File: src/rtl/fnd_pkg.sv
`timescale 1ns/1ps
package fnd_pkg;
  localparam int unsigned FRAC_W  = 5;
  localparam int unsigned MIN_M   = 3;

  // swallow counter width follows the prescaler base: 32 -> 5 bits, 16 -> 4 bits
  function automatic int unsigned swallow_width(input int unsigned pmod);
    return $clog2(pmod);
  endfunction

  // bits needed to count up to pmod inclusive (long prescaler period)
  function automatic int unsigned presc_width(input int unsigned pmod);
    return $clog2(pmod + 1);
  endfunction
endpackage

File: src/rtl/fnd_prescaler.sv
`timescale 1ns/1ps
module fnd_prescaler #(
  parameter int unsigned P_MOD = 32
) (
  input  logic clk,
  input  logic rst_n,
  input  logic mod_hi,
  output logic pre_end
);
  localparam int unsigned PW = fnd_pkg::presc_width(P_MOD);
  localparam logic [PW-1:0] LAST_LO = PW'(P_MOD - 1);
  localparam logic [PW-1:0] LAST_HI = PW'(P_MOD);
  localparam logic [PW-1:0] ONE     = PW'(1);

  logic [PW-1:0] pc_q;

  // a period ends after P clocks, or P+1 while the modulus control is high
  assign pre_end = (pc_q == (mod_hi ? LAST_HI : LAST_LO));

  always_ff @(posedge clk) begin
    if (!rst_n)       pc_q <= '0;
    else if (pre_end) pc_q <= '0;
    else              pc_q <= pc_q + ONE;
  end

  AST_SHORT_PERIOD_BOUND: assert property (@(posedge clk) disable iff (!rst_n)
    !mod_hi |-> (pc_q < LAST_HI));
endmodule

File: src/rtl/fnd_swallow.sv
`timescale 1ns/1ps
module fnd_swallow #(
  parameter int unsigned M_W = 9
) (
  input  logic           clk,
  input  logic           rst_n,
  input  logic           pre_end,
  input  logic [M_W-1:0] m_act,
  input  logic [M_W:0]   a_eff,
  output logic           mod_hi,
  output logic           last_period
);
  localparam logic [M_W-1:0] ONE = M_W'(1);

  logic [M_W-1:0] mc_q;

  assign last_period = (mc_q == (m_act - ONE));
  // long periods come first in every output cycle
  assign mod_hi      = ({1'b0, mc_q} < a_eff);

  always_ff @(posedge clk) begin
    if (!rst_n) mc_q <= '0;
    else if (pre_end) begin
      if (last_period) mc_q <= '0;
      else             mc_q <= mc_q + ONE;
    end
  end

  AST_MODHI_STEADY: assert property (@(posedge clk) disable iff (!rst_n)
    !pre_end |=> $stable(mod_hi));
endmodule

File: src/rtl/fnd_accum.sv
`timescale 1ns/1ps
module fnd_accum #(
  parameter int unsigned F_W = 5
) (
  input  logic           clk,
  input  logic           rst_n,
  input  logic           boundary,
  input  logic           apply,
  input  logic [F_W-1:0] f_act,
  output logic           carry
);
  logic [F_W-1:0] acc_q;
  logic           carry_q;
  logic [F_W:0]   sum;

  assign sum   = {1'b0, acc_q} + {1'b0, f_act};
  assign carry = carry_q;

  always_ff @(posedge clk) begin
    if (!rst_n) begin
      acc_q   <= '0;
      carry_q <= 1'b0;
    end else if (apply) begin
      acc_q   <= '0;
      carry_q <= 1'b0;
    end else if (boundary) begin
      acc_q   <= sum[F_W-1:0];
      carry_q <= sum[F_W];
    end
  end

  AST_CARRY_NEEDS_FRACTION: assert property (@(posedge clk) disable iff (!rst_n)
    carry_q |-> (f_act != '0));
  AST_APPLY_CLEARS_ACC: assert property (@(posedge clk) disable iff (!rst_n)
    apply |=> (acc_q == '0) && !carry_q);
endmodule

File: src/rtl/fnd_cfg.sv
`timescale 1ns/1ps
module fnd_cfg #(
  parameter int unsigned M_W   = 9,
  parameter int unsigned A_W   = 5,
  parameter int unsigned F_W   = 5,
  parameter int unsigned RST_M = 8
) (
  input  logic           clk,
  input  logic           rst_n,
  input  logic           boundary,
  input  logic           cfg_load,
  input  logic [M_W-1:0] cfg_m,
  input  logic [A_W-1:0] cfg_a,
  input  logic [F_W-1:0] cfg_f,
  output logic [M_W-1:0] m_act,
  output logic [M_W-1:0] a_act,
  output logic [F_W-1:0] f_act,
  output logic           apply,
  output logic           cfg_err
);
  localparam logic [M_W-1:0] MIN_M_V = M_W'(fnd_pkg::MIN_M);

  logic           pend_q;
  logic [M_W-1:0] stg_m, stg_a, in_a;
  logic [F_W-1:0] stg_f;

  assign in_a    = {{(M_W-A_W){1'b0}}, cfg_a};
  assign apply   = boundary && (cfg_load || pend_q);
  assign cfg_err = (a_act >= m_act) || (m_act < MIN_M_V);

  always_ff @(posedge clk) begin
    if (!rst_n) begin
      pend_q <= 1'b0;
      stg_m  <= '0;
      stg_a  <= '0;
      stg_f  <= '0;
      m_act  <= M_W'(RST_M);
      a_act  <= '0;
      f_act  <= '0;
    end else if (boundary) begin
      pend_q <= 1'b0;
      if (cfg_load) begin
        // strobe on the boundary clock bypasses the holding register
        m_act <= cfg_m;
        a_act <= in_a;
        f_act <= cfg_f;
      end else if (pend_q) begin
        m_act <= stg_m;
        a_act <= stg_a;
        f_act <= stg_f;
      end
    end else if (cfg_load) begin
      pend_q <= 1'b1;
      stg_m  <= cfg_m;
      stg_a  <= in_a;
      stg_f  <= cfg_f;
    end
  end

  AST_CFG_HOLD: assert property (@(posedge clk) disable iff (!rst_n)
    !boundary |=> $stable(m_act) && $stable(a_act) && $stable(f_act));
  AST_LOAD_ON_EDGE: assert property (@(posedge clk) disable iff (!rst_n)
    (boundary && cfg_load) |=> (m_act == $past(cfg_m)) && (f_act == $past(cfg_f)));
  AST_PENDING_APPLIED: assert property (@(posedge clk) disable iff (!rst_n)
    (boundary && pend_q && !cfg_load) |=> (m_act == $past(stg_m)) && (a_act == $past(stg_a)));
endmodule

File: src/rtl/fracn_fb_div.sv
`timescale 1ns/1ps
module fracn_fb_div #(
  parameter int unsigned P_MOD = 32,
  parameter int unsigned M_W   = 9,
  parameter int unsigned F_W   = fnd_pkg::FRAC_W,
  parameter int unsigned RST_M = 8,
  localparam int unsigned A_W  = fnd_pkg::swallow_width(P_MOD)
) (
  input  logic           clk,
  input  logic           rst_n,
  input  logic           cfg_load,
  input  logic [M_W-1:0] cfg_m,
  input  logic [A_W-1:0] cfg_a,
  input  logic [F_W-1:0] cfg_f,
  output logic           div_pulse,
  output logic           mod_hi,
  output logic           cfg_err
);
  logic [M_W-1:0] m_act, a_act;
  logic [F_W-1:0] f_act;
  logic [M_W:0]   a_eff;
  logic           apply, carry, pre_end, last_period, boundary;

  assign boundary  = pre_end && last_period;
  assign div_pulse = boundary;
  assign a_eff     = {1'b0, a_act} + {{M_W{1'b0}}, carry};

  fnd_cfg #(.M_W(M_W), .A_W(A_W), .F_W(F_W), .RST_M(RST_M)) u_cfg (
    .clk(clk), .rst_n(rst_n), .boundary(boundary), .cfg_load(cfg_load),
    .cfg_m(cfg_m), .cfg_a(cfg_a), .cfg_f(cfg_f),
    .m_act(m_act), .a_act(a_act), .f_act(f_act), .apply(apply), .cfg_err(cfg_err)
  );

  fnd_accum #(.F_W(F_W)) u_accum (
    .clk(clk), .rst_n(rst_n), .boundary(boundary), .apply(apply),
    .f_act(f_act), .carry(carry)
  );

  fnd_prescaler #(.P_MOD(P_MOD)) u_presc (
    .clk(clk), .rst_n(rst_n), .mod_hi(mod_hi), .pre_end(pre_end)
  );

  fnd_swallow #(.M_W(M_W)) u_swallow (
    .clk(clk), .rst_n(rst_n), .pre_end(pre_end), .m_act(m_act),
    .a_eff(a_eff), .mod_hi(mod_hi), .last_period(last_period)
  );

  AST_PULSE_SPACING: assert property (@(posedge clk) disable iff (!rst_n)
    div_pulse |=> !div_pulse);
  AST_SHORT_TAIL: assert property (@(posedge clk) disable iff (!rst_n)
    (div_pulse && (a_eff < {1'b0, m_act})) |-> !mod_hi);
  AST_ERR_ON_APPLY: assert property (@(posedge clk) disable iff (!rst_n)
    !$stable(cfg_err) |-> $past(apply));
endmodule

File: config.mk
export PLATFORM = sky130hd
export DESIGN_NAME = fracn_fb_div
export DESIGN_NICKNAME = d
export VERILOG_FILES = /design/src/rtl/fnd_pkg.sv /design/src/rtl/fnd_prescaler.sv /design/src/rtl/fnd_swallow.sv /design/src/rtl/fnd_accum.sv /design/src/rtl/fnd_cfg.sv /design/src/rtl/fracn_fb_div.sv
export SDC_FILE = /design/constraint.sdc
export NUM_CORES = 1
export LEC_CHECK = 0
export BUFFER_PORTS_ARGS = -buffer_cell sky130_fd_sc_hd__buf_2
export CAP_MARGIN = 25
export CORE_ASPECT_RATIO = 1.1
export CORE_MARGIN = 10
export CORE_UTILIZATION = 61
export DETAILED_ROUTE_END_ITERATION = 6
export PLACE_DENSITY_LB_ADDON = 0.08
export SLEW_MARGIN = 20
export SYNTH_ARGS = -nofsm -noshare
export SYNTH_HDL_FRONTEND = slang
export SYNTH_SLANG_ARGS = --single-unit
File: constraint.sdc
create_clock -name clk -period 3.98 [get_ports clk]
set_input_delay 0.995 -clock clk [delete_from_list [all_inputs] [get_ports clk]]
set_output_delay 0.995 -clock clk [all_outputs]
set_load 0.05 [all_outputs]
==> summary by stage <==
Timing
Of the available clock period, the critical path in the final layout requires 95.4%. The number of slew-limit violations in the final report is 0. The top achievable clock speed is 263 MHz. The transition time at the pin with the least slew margin is 0.599 ns. The largest clock skew in the final design is 0.00853 ns. Setup violations remaining at the end of the flow were counted as 0. The final number of hold-violating endpoints is 0.

The worst slew margin relative to its limit is 59.8%. Setup repair after global routing left no endpoint under its margin. The clock period minus final worst setup slack is 3.80 ns. The setup TNS is 0 ns.

Pwr
The worst-case IR drop observed on VDD is 0.181 mV. Of the total power, the share spent switching nets is 24.2%. The clock network fraction of total power is 45.7%. The power per cell area is 311 nW/um^2.

Combinational cells account for 7.2% of the total power. Summed over all nets, the switching power comes to 0.000321 W. The static leakage is 1.66 nW. Per report_power, the sequential group accounts for 47.1% of the total. The internal power summed over all cells is 0.00101 W.

Floorplan
For this design the top-level I/O count stands at 25. The chip width is 96.3 um. The die covers 10000 sq um.

The number of rows in the core area is 30. The die is 104 um tall. The initial utilization of the core area, before any placement, comes to 63.1%.

The total core area is 6190 sq um.

Placement
At the end of routability-driven placement, the weighted congestion stood at 0.805. The count of buffers inserted at the top-level ports is 24. Detailed placement ended at an HPWL of 5910 um.

Critical path
The class of the most critical setup path is flop to output pin. The most numerous cell type found on the critical path is sky130_fd_sc_hd__ha_1. The type of origin of the critical path is a flop.

Traced cell by cell, the critical path runs through ha_1 -> and3_1 -> nand3_1 -> ha_1 -> or4_4 -> a21oi_2 -> o221ai_4 -> mux2_4 -> nor3_4 -> buf_6. The largest driver fanout on the critical path is 3. The largest single stage delay on the critical path is 0.41 ns. STA puts the critical path data required time at 2.98 ns. The critical path's slowest cell is sky130_fd_sc_hd__or4_4.

The category of the worst setup path capture point is an output pin. The arrival time at the worst endpoint is 2.80 ns.

Drt
The via count is 3416. The number of DRC violations after detailed-routing iteration 0 is 135. The total length of routed wires is 8690 um. In the routed design, unresolved DRC markers number 0. The wire length per cell after detailed routing is 15.5 um. The pre-antenna-repair detailed-routing pass consisted of 6 iterations.

The count of nets left with antenna violations once routing finished came out at 0. After detailed routing, the number of vias per cell comes to 6.10.

Yosys
The number of synthesis warnings is 0. The count of state elements after synthesis is 60. After synthesis, the largest area contributor takes up 30.7% of total cell area. By area the synthesized netlist is led by sky130_fd_sc_hd__dfxtp_1, sky130_fd_sc_hd__nand2_1, sky130_fd_sc_hd__mux2i_1, sky130_fd_sc_hd__ha_1, sky130_fd_sc_hd__mux2_2. After synthesis, the netlist uses 52 different library cells.

The average cell area after synthesis is 8.40 sq um. The share of synthesized flip-flops with an asynchronous set or reset is 0%. The mapped netlist covers 3910 sq um. The fraction of the yosys area taken by sequential cells is 30.7%.

The number of instances in the synthesized netlist is 465. The prevailing post-synth register cell is sky130_fd_sc_hd__dfxtp_1. The most repeated cell in the gate-level netlist after synthesis is sky130_fd_sc_hd__nand2_1. The number of synthesized flops with an enable pin is 0.

The number of nets in the synthesized netlist is 508. The cell accounting for the most synthesized area is sky130_fd_sc_hd__dfxtp_1. By count the netlist is led by sky130_fd_sc_hd__nand2_1, sky130_fd_sc_hd__dfxtp_1, sky130_fd_sc_hd__nand3_1.

Global route
The first global-routing pass estimated 15100 um of wire. The initial antenna violation count is 0. The via count of the first global-routing pass came to 3260.

The aggregate global routing overflow is 0. The maximum number of pins on one net before global-route repair is 76. The total routing resource utilization after global routing is 18.0%.

CTS
The clock transition at the registers of the reported paths is 0.07 ns. TritonCTS built the clock tree. CTS saw 60 sinks. The total clock buffers created by CTS is 9.

The clock passes through at most 2 buffers. The number of gates resized after cts is 0. The clock latency reported for the late side of the worst-skew pair is 0.35 ns.

CTS built an H-tree with a depth of 3. The number of hold buffers added after CTS is 0. The clock root buffer is sky130_fd_sc_hd__clkbuf_8. Once the clock tree was built, the setup fixing pass inserted 0 buffers.

Layout
The area overhead of the layout relative to synthesis is 9.32%. The utilization after layout is 69.0%. The number of fillers in the final layout is 512. Cells with a size suffix above 1 make up 16.0% of the layout. The antenna diode count is 0. At the end of the flow, the number of nets in the layout was 518.

Outcome
The run finished with clean final reports.

Hold path
In this run the worst hold path is classified as flop to flop.

Flow run
The tool flagged a number of max-cap violations equal to 0.
-- per-stage QoR --
step	setup WS [ns]	cells	instance area [sq um]	total power, W	hold slack (ns)
detailed placement	0.473	544	4040	0.000734	0.460
global route	0.0156	560	4270	0.00138	0.484
finish	0.182	560	4270	0.00133	0.471
CTS	0.0934	560	4250	0.00134	0.473
global placement	0.511	544	4040	0.000732	0.446
floorplan	0.276	465	3910	0.000706	0.438
-- layout by cell type (no fill, tap or decap), types with 18 or more instances in the layout --
cell / netlist / layout
sky130_fd_sc_hd__a32oi_1: 18 / 18
sky130_fd_sc_hd__and3_1: 21 / 21
sky130_fd_sc_hd__buf_2: 0 / 23
sky130_fd_sc_hd__dfxtp_1: 60 / 60
sky130_fd_sc_hd__ha_1: 20 / 20
sky130_fd_sc_hd__mux2_2: 18 / 18
sky130_fd_sc_hd__mux2i_1: 27 / 27
sky130_fd_sc_hd__nand2_1: 78 / 78
sky130_fd_sc_hd__nand3_1: 28 / 28
sky130_fd_sc_hd__o21ai_0: 26 / 26
sky130_fd_sc_hd__or4_1: 20 / 20
-- power by group through the flow --
stage          Combinational (W)  Clock (W)  Sequential, W
4_1_cts                0.0000956   0.000614       0.000626
5_1_grt                 0.000107   0.000644       0.000628
3_3_place_gp           0.0000933          0       0.000639
6_report               0.0000954   0.000607       0.000626
2_1_floorplan          0.0000690          0       0.000637
3_5_place_dp           0.0000947          0       0.000640
-- critical path, delay by kind of cell (launching register included) --
family / cells / cell delay [ns]
simple gates: 4 / 0.88
fa+ha+maj: 2 / 0.39
flops: 1 / 0.36
mux: 1 / 0.34
compound gates: 2 / 0.29
buf+inv: 1 / 0.19
-- area by class of cell --
class	instances	area, sq um	area share (%)
Multi-Input combinational cell	357	2500	58.4
Sequential cell	60	1200	28.1
Timing Repair Buffer	33	206	4.83
Clock buffer	9	124	2.90
Tap cell	80	100	2.34
Clock inverter	7	91.3	2.14
Inverter	14	52.6	1.23
-- registers in the layout (all words and copies together), names as in the netlist --
name / count
u_cfg.m_act: 9
u_cfg.stg_m: 9
u_cfg.stg_a: 5
u_accum.carry: 1
u_presc.pc_q: 6
u_cfg.f_act: 5
u_cfg.pend_q: 1
u_accum.acc_q: 5
u_cfg.stg_f: 5
u_swallow.mc_q: 9
u_cfg.a_act: 5
-- kinds of logic after synthesis --
family	synth area share (%)
buf+inv	5.80
simple gates	26.4
mux	12.8
fa+ha+maj	6.92
flops	30.7
xor+xnor	4.48
compound gates	12.9
-- routing by layer --
metal  vias to the layer above  share of wire (%)  wire length, um  track usage [%]
li1                       1707                  -                -                -
met1                      1626                 47             4060             23.7
met2                        70                 47             4090             27.9
met3                        13                4.6              400             4.26
met4                         0                1.5              133             5.61
met5                         -                  0                0                0
-- final timing paths --
path	to	startpoint	cells after the start	slack, ns
setup reg to reg	u_cfg.f_act[1]$_SDFFE_PN0P_	u_cfg.a_act[0]$_SDFFE_PN0P_	12	0.55
hold / removal	u_cfg.f_act[4]$_SDFFE_PN0P_	u_cfg.f_act[4]$_SDFFE_PN0P_	2	0.47
hold reg to reg	u_cfg.f_act[4]$_SDFFE_PN0P_	u_cfg.f_act[4]$_SDFFE_PN0P_	2	0.47
setup / recovery	div_pulse	u_cfg.a_act[0]$_SDFFE_PN0P_	10	0.18
Power figures use the tool's default switching activity.
